===== config.mk =====
export PLATFORM = sky130hd
export DESIGN_NAME = exp_bit_scanner
export DESIGN_NICKNAME = d
export VERILOG_FILES = /design/src/rtl/scan_pkg.sv /design/src/rtl/scan_fsm.sv /design/src/rtl/scan_index.sv /design/src/rtl/scan_word.sv /design/src/rtl/exp_bit_scanner.sv
export SDC_FILE = /design/constraint.sdc
export NUM_CORES = 1
export LEC_CHECK = 0
export BUFFER_PORTS_ARGS = -buffer_cell sky130_fd_sc_hd__buf_2
export CORE_ASPECT_RATIO = 1.5
export CORE_MARGIN = 2
export CORE_UTILIZATION = 55
export DETAILED_ROUTE_END_ITERATION = 10
export PLACE_DENSITY = 0.81
export REMOVE_ABC_BUFFERS = 1
export SLEW_MARGIN = 15
export SYNTH_ARGS = -nofsm -noshare
export SYNTH_HDL_FRONTEND = slang
export SYNTH_HIERARCHICAL = 1
export SYNTH_SLANG_ARGS = --single-unit

===== constraint.sdc =====
create_clock -name clk -period 4.2 [get_ports clk]
set_clock_uncertainty 0.05 [all_clocks]
set_input_delay 0.84 -clock clk [delete_from_list [all_inputs] [get_ports clk]]
set_output_delay 0.84 -clock clk [all_outputs]
set_load 0.03 [all_outputs]

===== src/rtl/scan_pkg.sv =====
package scan_pkg;
  typedef enum logic [2:0] {
    ST_IDLE  = 3'd0,
    ST_LEAD  = 3'd1,
    ST_FETCH = 3'd2,
    ST_WAIT  = 3'd3,
    ST_EMIT  = 3'd4
  } scan_state_e;
endpackage


===== src/rtl/scan_fsm.sv =====
module scan_fsm
  import scan_pkg::*;
(
  input  logic clk,
  input  logic rst_n,
  input  logic start_i,
  input  logic ready_i,
  input  logic idx_zero_i,
  input  logic idx_low_zero_i,
  output logic load_en_o,
  output logic dec_en_o,
  output logic cap_en_o,
  output logic rd_req_o,
  output logic valid_o,
  output logic lead_o,
  output logic busy_o,
  output logic done_o
);
  scan_state_e state_q, state_d;
  logic        done_q, done_d;

  always_comb begin
    state_d   = state_q;
    done_d    = 1'b0;
    load_en_o = 1'b0;
    dec_en_o  = 1'b0;
    cap_en_o  = 1'b0;
    rd_req_o  = 1'b0;
    valid_o   = 1'b0;
    lead_o    = 1'b0;
    unique case (state_q)
      ST_IDLE: begin
        if (start_i) begin
          load_en_o = 1'b1;
          state_d   = ST_LEAD;
        end
      end
      ST_LEAD: begin
        valid_o = 1'b1;
        lead_o  = 1'b1;
        if (ready_i) state_d = ST_FETCH;
      end
      ST_FETCH: begin
        rd_req_o = 1'b1;
        state_d  = ST_WAIT;
      end
      ST_WAIT: begin
        cap_en_o = 1'b1;
        state_d  = ST_EMIT;
      end
      ST_EMIT: begin
        valid_o = 1'b1;
        if (ready_i) begin
          if (idx_zero_i) begin
            done_d  = 1'b1;
            state_d = ST_IDLE;
          end else begin
            dec_en_o = 1'b1;
            if (idx_low_zero_i) state_d = ST_FETCH;
          end
        end
      end
      default: state_d = ST_IDLE;
    endcase
  end

  always_ff @(posedge clk or negedge rst_n) begin
    if (!rst_n) begin
      state_q <= ST_IDLE;
      done_q  <= 1'b0;
    end else begin
      state_q <= state_d;
      done_q  <= done_d;
    end
  end

  assign busy_o = (state_q != ST_IDLE);
  assign done_o = done_q;

  AST_REQ_SINGLE: assert property (@(posedge clk) disable iff (!rst_n)
    rd_req_o |=> !rd_req_o);
  AST_NO_BIT_ON_RETURN: assert property (@(posedge clk) disable iff (!rst_n)
    rd_req_o |=> !valid_o);
  AST_DONE_PULSE: assert property (@(posedge clk) disable iff (!rst_n)
    done_o |=> !done_o);
endmodule


===== src/rtl/scan_index.sv =====
module scan_index #(
  parameter int ADDR_W = 11,
  parameter int CNT_W  = 13,
  parameter int DATA_W = 32
) (
  input  logic              clk,
  input  logic              rst_n,
  input  logic              load_en_i,
  input  logic              dec_en_i,
  input  logic [ADDR_W-1:0] base_i,
  input  logic [CNT_W-1:0]  len_i,
  output logic [ADDR_W-1:0] addr_o,
  output logic [$clog2(DATA_W)-1:0] bit_sel_o,
  output logic              idx_zero_o,
  output logic              idx_low_zero_o
);
  localparam int LSB_W = $clog2(DATA_W);

  logic [ADDR_W-1:0] base_q;
  logic [CNT_W-1:0]  idx_q, idx_d;
  logic [CNT_W-LSB_W-1:0] word_off;

  always_comb begin
    idx_d = idx_q;
    if (load_en_i)     idx_d = len_i;
    else if (dec_en_i) idx_d = idx_q - 1'b1;
  end

  always_ff @(posedge clk or negedge rst_n) begin
    if (!rst_n) begin
      base_q <= '0;
      idx_q  <= '0;
    end else begin
      if (load_en_i) base_q <= base_i;
      if (load_en_i || dec_en_i) idx_q <= idx_d;
    end
  end

  assign word_off       = idx_q[CNT_W-1:LSB_W];
  assign addr_o         = base_q + ADDR_W'(word_off);
  assign bit_sel_o      = idx_q[LSB_W-1:0];
  assign idx_zero_o     = (idx_q == '0);
  assign idx_low_zero_o = (idx_q[LSB_W-1:0] == '0);

  AST_NO_DEC_AT_ZERO: assert property (@(posedge clk) disable iff (!rst_n)
    dec_en_i |-> !idx_zero_o);
endmodule


===== src/rtl/scan_word.sv =====
module scan_word #(
  parameter int DATA_W = 32
) (
  input  logic                      clk,
  input  logic                      rst_n,
  input  logic                      cap_en_i,
  input  logic [DATA_W-1:0]         data_i,
  input  logic [$clog2(DATA_W)-1:0] sel_i,
  output logic                      bit_o
);
  logic [DATA_W-1:0] word_q;

  always_ff @(posedge clk or negedge rst_n) begin
    if (!rst_n)        word_q <= '0;
    else if (cap_en_i) word_q <= data_i;
  end

  assign bit_o = word_q[sel_i];
endmodule


===== src/rtl/exp_bit_scanner.sv =====
module exp_bit_scanner #(
  parameter int ADDR_W = 11,
  parameter int CNT_W  = 13,
  parameter int DATA_W = 32
) (
  input  logic              clk,
  input  logic              rst_n,
  input  logic              start_i,
  input  logic [ADDR_W-1:0] base_i,
  input  logic [CNT_W-1:0]  len_i,
  output logic              rd_req_o,
  output logic [ADDR_W-1:0] rd_addr_o,
  input  logic [DATA_W-1:0] rd_data_i,
  output logic              bit_valid_o,
  output logic              bit_o,
  output logic              bit_last_o,
  input  logic              bit_ready_i,
  output logic              done_o
);
  localparam int LSB_W = $clog2(DATA_W);

  logic load_en, dec_en, cap_en, lead, busy;
  logic idx_zero, idx_low_zero, word_bit;
  logic [LSB_W-1:0] bit_sel;

  scan_fsm u_fsm (
    .clk           (clk),
    .rst_n         (rst_n),
    .start_i       (start_i),
    .ready_i       (bit_ready_i),
    .idx_zero_i    (idx_zero),
    .idx_low_zero_i(idx_low_zero),
    .load_en_o     (load_en),
    .dec_en_o      (dec_en),
    .cap_en_o      (cap_en),
    .rd_req_o      (rd_req_o),
    .valid_o       (bit_valid_o),
    .lead_o        (lead),
    .busy_o        (busy),
    .done_o        (done_o)
  );

  scan_index #(.ADDR_W(ADDR_W), .CNT_W(CNT_W), .DATA_W(DATA_W)) u_index (
    .clk           (clk),
    .rst_n         (rst_n),
    .load_en_i     (load_en),
    .dec_en_i      (dec_en),
    .base_i        (base_i),
    .len_i         (len_i),
    .addr_o        (rd_addr_o),
    .bit_sel_o     (bit_sel),
    .idx_zero_o    (idx_zero),
    .idx_low_zero_o(idx_low_zero)
  );

  scan_word #(.DATA_W(DATA_W)) u_word (
    .clk     (clk),
    .rst_n   (rst_n),
    .cap_en_i(cap_en),
    .data_i  (rd_data_i),
    .sel_i   (bit_sel),
    .bit_o   (word_bit)
  );

  assign bit_o      = lead | word_bit;
  assign bit_last_o = bit_valid_o & ~lead & idx_zero;

  AST_HOLD_STALL: assert property (@(posedge clk) disable iff (!rst_n)
    (bit_valid_o && !bit_ready_i) |=> (bit_valid_o && $stable(bit_o) && $stable(bit_last_o)));
  AST_DONE_AFTER_LAST: assert property (@(posedge clk) disable iff (!rst_n)
    done_o |-> $past(bit_valid_o && bit_ready_i && bit_last_o));
  AST_IGNORE_START: assert property (@(posedge clk) disable iff (!rst_n)
    (busy && start_i) |=> $stable(u_index.base_q));
  AST_LEAD_NO_FETCH: assert property (@(posedge clk) disable iff (!rst_n)
    (!busy && start_i) |=> (bit_valid_o && bit_o && !rd_req_o));
endmodule


# Yosys cells after proc, flatten, opt, wreduce, memory -nomap -nowiden
# Cells that the tools add are included.
# op_classes
eq_ne	8
add_sub_neg	2
reduce_logical	8
n_lt_le_gt_ge	1
mux	22
n_bitwise	4
# ops
operator	n
13-bit two-way mux	2
3-bit two-way mux	5
3-bit one-hot mux with 5 select lines	1
13-bit logical NOT	1
1-bit two-way mux	13
13-bit by 1-bit subtractor with 13-bit output, second input constant	1
11-bit by 8-bit adder with 11-bit output	1
3-bit by 2-bit equality test with 1-bit output, second input constant	2
5-bit by 6-bit less-than comparator with 1-bit output, second input constant	1
2-bit != test, second input constant	3
1-bit binary-select mux with 5-bit select	1
5-bit logical NOT	1
4-bit AND reduction	1
3-bit by 1-bit equality test with 1-bit output, second input constant	1
3-bit equality test, second input constant	1
3-bit logical NOT	1
3-bit != test, second input constant	1
1-bit bitwise AND	2
2-bit AND reduction	1
2-bit nonzero test	1
2-bit OR reduction	1
1-bit logical OR	1
1-bit NOT	1
1-bit bitwise OR	1
# totals
word_cells	50
inputBits	60
ff_bits	60
out_inout_bits	16

# Longest topological paths before layout
# Gate-level depths: netlist (run 1).
# logic_depth
ltp_word	6
mapped_depth	10
depth_no_buf	10

# Cells and area by module
# Netlist (run 1), hierarchy kept.
# modules_own_cells
module	n_inst	area_per_inst_um2	seq_area_each_um2	cells_each
scan_index	1	1522.7	600.6	159
scan_word	1	1505.2	800.8	109
scan_fsm	1	277.8	100.1	29
exp_bit_scanner	1	15.0	0.0	2

# Worst setup path after synthesis (run 1)
# OpenSTA, ideal clock, no wires.
# synth_path
kind	register -> output
start	reg u_index.idx_q[6]
end	out bit_last_o
slack_ns	1.093
t_arrival_ns	2.217
n_path_buf	0
stages_incl_launch_ff	6
t_required_ns	3.310
path_cell_list	dfrtp_1 -> or3_4 -> or4_4 -> or3_1 -> nor3_1 -> and3b_1
# synth_via
elab_chain_cells	2
# synth_lines
element	line	rtl
start, declared	scan_index.sv:20	logic [CNT_W-1:0] idx_q, idx_d;
start signal, assigned	scan_index.sv:35	if (load_en_i || dec_en_i) idx_q <= idx_d;
13-bit logical NOT	scan_index.sv:42	assign idx_zero_o = (idx_q == '0);
via idx_zero	exp_bit_scanner.sv:23	logic idx_zero, idx_low_zero, word_bit;
1-bit bitwise AND	exp_bit_scanner.sv:66	assign bit_last_o = bit_valid_o & ~lead & idx_zero;
end, declared	exp_bit_scanner.sv:16	output logic bit_last_o,
# The timed path passes the listed nets, and every way through them passes these cells.

# Worst setup path after layout (run 1)
# layout_path
start	reg u_index.idx_q[4]
end	out bit_last_o
# Same word-level chain as after synthesis.

==> metrics.cfg, run 1 <==
[run_status]
status=complete, no violations

[layout]
nets=442
drive_gt1_share_pct=36.9
stdcell_area_mm2=0.00385
diodes=0
synthToLayoutAreaGrowth_pct=15.8
instances_no_fill=446

[worst_setup_path]
max_stage_delay_ns=0.48
cp.required_ns=3.31
worst-path-buf-inv=2
cp.arrival_ns=2.62
crit_fanout=9
path_cells=or3_4 -> or4_4 -> or3_1 -> nor3_1 -> buf_4 -> and3b_1 -> buf_2
path_delay_family=simple AND/OR/NAND/NOR gates
cp-end-kind=output pin
cp-start-kind=flip-flop
crit_type=reg2out
cpMaxStageDelayCell=dfrtp_1

[power_and_ir_drop]
ir_drop_v=0.000481
pwr_density_cell_mw_per_mm2=875
swShare_pct=43.7
p_int_mw=1.89
p_comb_share_pct=53.3
seq_power_share_pct=34.2
switchingPower_mw=1.47
leakage_nw=1.75
power_frac_clock_pct=12.5
power_mw=3.37

[synth]
ys_seq_area_share_pct=45.2
synth_edf_count=0
synth.distinct_cells=51
netlist_area_mm2=0.00332
synth.top_cell.area_share_pct=45.2
synth_warnings=6
synthArstFlopShare_pct=100
syn_area_per_cell_um2=11.1
ys.flop_type=dfrtp_1
synthCells=299
yosys.area.top_type=dfrtp_1
yosys-top-cells-area=dfrtp_1 45%, mux2_2 14%, mux2i_1 4.8%
synth_seq_cells=60

[place]
dpl-instance-area_mm2=0.00369
placedCellCount=432
place.gp.congestion=0.756
io_buffers=75
hpwlAfterDp_mm=4.98

[global_routing]
grt_start_max_net_pins=38
grt_pass1_vias=2482
antenna_found_initial=0
grt_pass1_wl_mm=10.6
track_usage_pct=21.0
grt-ovfl-total=0

[timing]
tns_ns=0
hold-worst-slack_ns=0.446
setup_viol_count_final=0
report.final.slew_viol_count=0
finalCriticalPeriod_ns=3.51
final.period_utilization_pct=83.5
relSlewSlack_pct=38.0
hold_viol=0
rsz0062_at_grt=no
worst_pin_slew_ns=0.928
fmax_mhz=285

[detailed_routing]
dr.pass1.iters=4
viasPerCell=5.39
drc=0
totalWireLength_mm=6.40
drtIter0Drc=104
vias=2402
wl_per_cell_um=14.4
drt.antenna.violating_nets=0

[clocking]
insertion_delay_ns=0.33
path_clk_slew_ns=0.06
cts_root_buf=clkbuf_8
cts-resized-gates=0
cts_tree=built
cts_hold_buf=0
postCtsSetupBuffers=0
h-tree-depth=3
cts_made_buffers=9
clock-sinks=60
cts_buffer_depth=2

[floorplan]
coreArea_mm2=0.00583
die_y_um=99.2
die_area_mm2=0.00669
io_pins=76
initial_core_util_pct=57.0
rows=34
die_width_um=67.4

[run]
cap_violations=0

[min_path]
min_path_type=reg2reg

==> stage by stage <==
step	worst slack, ns	util, %
2_1_floorplan	1.09	-
6_report	0.693	66.0
5_1_grt	0.497	66.0
3_3_place_gp	1.03	63.3
3_5_place_dp	0.938	63.3
4_1_cts	0.651	66.0
==> power by group through the flow <==
stage	combinational (mW)	clock (mW)	sequential (mW)
floorplan	1.42	0	1.07
global placement	1.75	0	1.14
detailed placement	1.81	0	1.16
CTS	1.81	0.433	1.15
global route	1.98	0.458	1.20
finish	1.79	0.421	1.15
==> path summary, 6_finish.rpt <==
kind                            slack [ns]                          from  cells past startpoint                             to
worst max-delay path                  0.69  u_index/idx_q[4]$_DFFE_PN0P_                      7                     bit_last_o
worst min-delay path                  0.45  u_word/word_q[3]$_DFFE_PN0P_                      1   u_word/word_q[3]$_DFFE_PN0P_
worst max register to register        0.89  u_index/idx_q[1]$_DFFE_PN0P_                     11   u_index/idx_q[9]$_DFFE_PN0P_
worst min register to register        0.45  u_word/word_q[3]$_DFFE_PN0P_                      1   u_word/word_q[3]$_DFFE_PN0P_
max in group asynchronous             2.74                         rst_n                      2  u_index/base_q[2]$_DFFE_PN0P_
min in group asynchronous             0.54                         rst_n                      1  u_word/word_q[14]$_DFFE_PN0P_
==> cell usage in the layout, fill, tap and decap left out, types with 2 or more instances in the layout <==
cell / netlist / routed
mux2_1: 2 / 2
nor2_1: 17 / 17
o21ai_1: 2 / 2
dfrtp_1: 60 / 60
or3b_1: 2 / 2
nor2b_1: 2 / 2
o21bai_1: 2 / 2
buf_4: 6 / 4
a211oi_1: 3 / 3
a21oi_1: 10 / 10
xor2_1: 4 / 4
o211ai_1: 2 / 2
clkbuf_8: 0 / 10
o21a_1: 2 / 2
inv_1: 9 / 9
or3_4: 2 / 2
buf_2: 4 / 75
o21ai_0: 19 / 19
xnor2_1: 15 / 15
mux2_2: 40 / 40
and3b_1: 2 / 2
nand2_1: 25 / 25
nor3_1: 4 / 4
nand3_1: 3 / 3
mux2i_1: 16 / 16
clkinv_2: 0 / 3
a22oi_1: 4 / 4
ha_1: 10 / 10
nand2b_1: 3 / 3
==> routing by layer <==
| metal | up-vias | part of all wire [%] | GRT usage [%] |
|---|---|---|---|
| li1 | 1194 | - | - |
| met1 | 1140 | 39 | 22.4 |
| met2 | 62 | 55 | 38.5 |
| met3 | 6 | 4.9 | 6.00 |
| met4 | 0 | 0.98 | 6.59 |
| met5 | - | 0 | 0 |
==> worst reg2reg max path, cell delays in order (launching register included) <==
cell and delay (ns):
dfrtp_1 0.94, inv_1 0.20, ha_1 0.24, nand2_1 0.07, nor3_1 0.05, buf_4 0.14, nor2_1 0.30, nor4b_1 0.46
nand2b_1 0.18, nor4_1 0.27, xnor2_1 0.15, o21ai_0 0.08
==> synth_stat cells (3+ instances only) <==
master and count:
nor3_1 4, clkbuf_1 5, o21ai_0 19, mux2i_1 16
nor2_1 17, buf_2 4, nand2_1 25, nand2b_1 3
dfrtp_1 60, a22oi_1 4, xnor2_1 15, a211oi_1 3
inv_1 9, buf_4 6, nand3_1 3, xor2_1 4
ha_1 10, a21oi_1 10, mux2_2 40
==> final cells by class <==
cell class,count,area (um2)
Clock buffer,11,141
Clock inverter,3,15.0
Fill cell,471,1980
Inverter,9,33.8
Multi-Input combinational cell,212,1660
Sequential cell,60,1500
Tap cell,72,90.1
Timing Repair Buffer,79,405
==> state kept, by name, indices dropped and copies added (netlist names) <==
| register | count |
|---|---|
| u_index/idx_q | 13 |
| u_fsm/done_o | 1 |
| u_word/word_q | 32 |
| u_fsm/state_q | 3 |
| u_index/base_q | 11 |
==> kinds of logic (layout without fill, tap and decap cells) <==
family                     after synthesis  in the layout  synth area share (%)
and+or+nand+nor                         74             74                  12.4
adders and majority gates               11             11                  4.37
AOI/OAI and AO/OA                       50             50                  9.12
DFF                                     60             60                  45.2
muxes                                   58             58                  19.1
buffers and inverters                   27            102                  4.82
xor gates and xnor gates                19             19                  5.01
No activity file was read; power rests on OpenSTA's default activity.
==> inputs of run 2 (changes only) <==
ABC_AREA = 1   (was unset)
PLACE_DENSITY = 0.8   (was 0.81)
clock period = 3.6 ns   (was 4.2 ns; I/O delays follow)
==> run 2 against run 1 <==
  * Non-clock buffer count shrank 1
  * Via count grew 33%
  * Register-to-register slack lost 0.15 ns
  * Sequential power grew 16%
  * Synthesized cell count grew 48%
  * Critical endpoint is now rd_addr_o[8]
  * Die area grew 9.0%
==> metrics.cfg, run 2 <==
[detailed_routing]
dr.pass1.iters=4  ; unchanged
wl_per_cell_um=13.6  ; was 14.4 um
drc=0  ; unchanged
drtIter0Drc=135  ; was 104
totalWireLength_mm=8.12  ; was 6.40 mm
drt.antenna.violating_nets=0  ; unchanged
viasPerCell=5.38  ; was 5.39
vias=3202  ; was 2402

[clocking]
insertion_delay_ns=0.34  ; was 0.33 ns
path_clk_slew_ns=0.06  ; about the same
cts_hold_buf=0  ; unchanged
postCtsSetupBuffers=0  ; unchanged
cts_buffer_depth=2  ; unchanged
h-tree-depth=3  ; unchanged
cts_root_buf=clkbuf_8  ; unchanged
clock-sinks=60  ; unchanged
cts-resized-gates=0  ; unchanged
cts_tree=built  ; unchanged
cts_made_buffers=9  ; unchanged

[synth]
synth_seq_cells=60  ; unchanged
yosys-top-cells-area=dfrtp_1 41%, nand2_1 15%, mux2_1 9.3%  ; was dfrtp_1 45%, mux2_2 14%, mux2i_1 4.8%
syn_area_per_cell_um2=8.19  ; was 11.1 um2
ys.flop_type=dfrtp_1  ; unchanged
yosys.area.top_type=dfrtp_1  ; unchanged
synth.top_cell.area_share_pct=41.3  ; was 45.2%
netlist_area_mm2=0.00363  ; was 0.00332 mm2
synth.distinct_cells=37  ; was 51
synth.most_common_cell=nand2_1  ; was dfrtp_1
ys_seq_area_share_pct=41.3  ; was 45.2%
synth_common_cells=144 x nand2_1, 60 x dfrtp_1, 58 x nand3_1, 40 x inv_1, 30 x mux2_1  ; was 60 x dfrtp_1, 40 x mux2_2, 25 x nand2_1, 19 x o21ai_0, 17 x nor2_1
synthCells=444  ; was 299
synth_edf_count=0  ; unchanged
synthArstFlopShare_pct=100  ; unchanged
synth_warnings=6  ; unchanged

[floorplan]
die_y_um=104  ; was 99.2 um
coreArea_mm2=0.00644  ; was 0.00583 mm2
initial_core_util_pct=56.4  ; was 57.0%
rows=36  ; was 34
io_pins=76  ; unchanged
die_area_mm2=0.00729  ; was 0.00669 mm2
die_width_um=70.4  ; was 67.4 um

[timing]
fmax_mhz=324
tns_ns=0  ; unchanged
hold_viol=0  ; unchanged
relSlewSlack_pct=28.9  ; was 38.0%
setup_viol_count_final=0  ; unchanged
final.period_utilization_pct=85.7
rsz0062_at_grt=no  ; unchanged
finalCriticalPeriod_ns=3.08
worst_pin_slew_ns=1.06  ; was 0.928 ns
report.final.slew_viol_count=0  ; unchanged

[power_and_ir_drop]
leakage_nw=2.23  ; was 1.75 nW
p_int_mw=2.17  ; was 1.89 mW
seq_power_share_pct=31.9  ; was 34.2%
ir_drop_v=0.000578  ; was 0.000481 V
power_frac_clock_pct=14.2  ; was 12.5%
p_comb_share_pct=53.9  ; was 53.3%
swShare_pct=47.9  ; was 43.7%
switchingPower_mw=2.00  ; was 1.47 mW
pwr_density_cell_mw_per_mm2=995  ; was 875 mW/mm2

[layout]
synthToLayoutAreaGrowth_pct=15.3  ; was 15.8%
final_util_pct=65.1  ; was 66.0%
final_cell_mix=144 x nand2_1, 75 x buf_2, 60 x dfrtp_1, 58 x nand3_1, 39 x inv_1  ; was 75 x buf_2, 60 x dfrtp_1, 40 x mux2_2, 25 x nand2_1, 19 x o21ai_0
top_register=u_word/word_q  ; unchanged
multi_input_area_mm2=0.00183  ; was 0.00166 mm2
top_regs=u_word/word_q x32, u_index/idx_q x13, u_index/base_q x11  ; unchanged
nFillCells=559  ; was 471
largest_reg_flops=32  ; unchanged
diodes=0  ; unchanged
final_common_cell=nand2_1  ; was buf_2
nets=587  ; was 442
layout.area.seq_mm2=0.00150  ; unchanged
drive_gt1_share_pct=23.9  ; was 36.9%

[worst_setup_path]
cp.arrival_ns=2.31  ; was 2.62 ns
crit_fanout=3  ; was 9
cp-end-kind=output pin  ; unchanged
cp-start-kind=flip-flop  ; unchanged
r2r_cells=10  ; was 11
cp.required_ns=2.83  ; was 3.31 ns
crit_type=reg2out  ; unchanged

[place]
io_buffers=75  ; unchanged
place.gp.congestion=0.907  ; was 0.756
hpwlAfterDp_mm=6.07  ; was 4.98 mm

[min_path]
min_path_type=in2async  ; was reg2reg

[global_routing]
grt_pass1_wl_mm=13.7  ; was 10.6 mm
grt_start_max_net_pins=35  ; was 38
grt-ovfl-total=0  ; unchanged
antenna_found_initial=0  ; unchanged
grt_pass1_vias=3154  ; was 2482
track_usage_pct=23.5  ; was 21.0%

[run_status]
status=complete, no violations  ; unchanged

[run]
cap_violations=0  ; unchanged

## run 2: changes by cell type in the layout (fill, tap and decap cells not counted), moves of 28 or more
| cell | previous run | this run |
|---|---|---|
| nand2_1 | 25 | 144 |
| nand3_1 | 3 | 58 |
| mux2_2 | 40 | 2 |
| inv_1 | 9 | 39 |
| mux2_1 | 2 | 30 |
## run 2: kinds of logic after synthesis
group | after synthesis | share of synthesized area [%]
buf+inv | 61 | 8.30
flops | 60 | 41.3
mux | 32 | 9.91
fa+ha+maj | 11 | 3.99
compound gates | 18 | 3.34
xor+xnor | 7 | 1.69
simple gates | 255 | 31.5
## run 2: worst paths after layout
kind	from	to	slack, ns
min	rst_n	u_word/word_q[29]$_DFFE_PN0P_	0.39
min reg2reg	u_index/base_q[7]$_DFFE_PN0P_	u_index/base_q[7]$_DFFE_PN0P_	0.43
max reg2reg	u_index/idx_q[0]$_DFFE_PN0P_	u_index/idx_q[8]$_DFFE_PN0P_	0.74
max in group asynchronous	rst_n	u_word/word_q[9]$_DFFE_PN0P_	2.28
min in group clk	u_index/base_q[7]$_DFFE_PN0P_	u_index/base_q[7]$_DFFE_PN0P_	0.43
max	u_index/idx_q[5]$_DFFE_PN0P_	rd_addr_o[8]	0.52
## run 2: power groups by stage
stage,Sequential [mW],Combinational [mW],Clock [mW]
floorplan,1.24,1.75,0
global placement,1.32,2.17,0
detailed placement,1.34,2.24,0
CTS,1.33,2.25,0.602
global route,1.37,2.51,0.630
finish,1.33,2.25,0.590
## run 2: worst max-delay path: stages (launching register included)
cell,delay (ns)
dfrtp_1,0.43
ha_1,0.25
inv_1,0.07
fa_1,0.40
inv_1,0.07
nand2_1,0.04
nand2_1,0.12
nand3_1,0.11
nand2_1,0.14
xor2_1,0.14
buf_2,0.20
## run 2: metrics by stage
step	setup slack (ns)	hold WS [ns]	instances	area [um2]	power, mW
after global placement	0.835	0.411	581	4000	3.49
after CTS	0.534	0.417	595	4190	4.18
after detailed placement	0.771	0.419	581	4000	3.57
after global routing	0.322	0.447	595	4190	4.51
final	0.515	0.395	595	4190	4.17
after floorplan	0.753	0.374	427	3500	2.98
## run 2: metal layers
| metal | GRT usage, % | up-vias | wire (um) |
|---|---|---|---|
| li1 | - | 1566 | - |
| met1 | 25.3 | 1502 | 3020 |
| met2 | 42.2 | 108 | 4400 |
| met3 | 4.28 | 26 | 407 |
| met4 | 12.9 | 0 | 294 |
| met5 | 0 | - | 0 |
## run 2: area by class of cell
| type | instances | area share, % |
|---|---|---|
| clock buffer | 12 | 3.70 |
| clock inverter | 2 | 0.836 |
| sequential | 60 | 35.8 |
| multi-input combinational | 323 | 43.8 |
| timing repair buffer | 78 | 9.50 |
| tap | 76 | 2.27 |
| inverter | 44 | 4.09 |
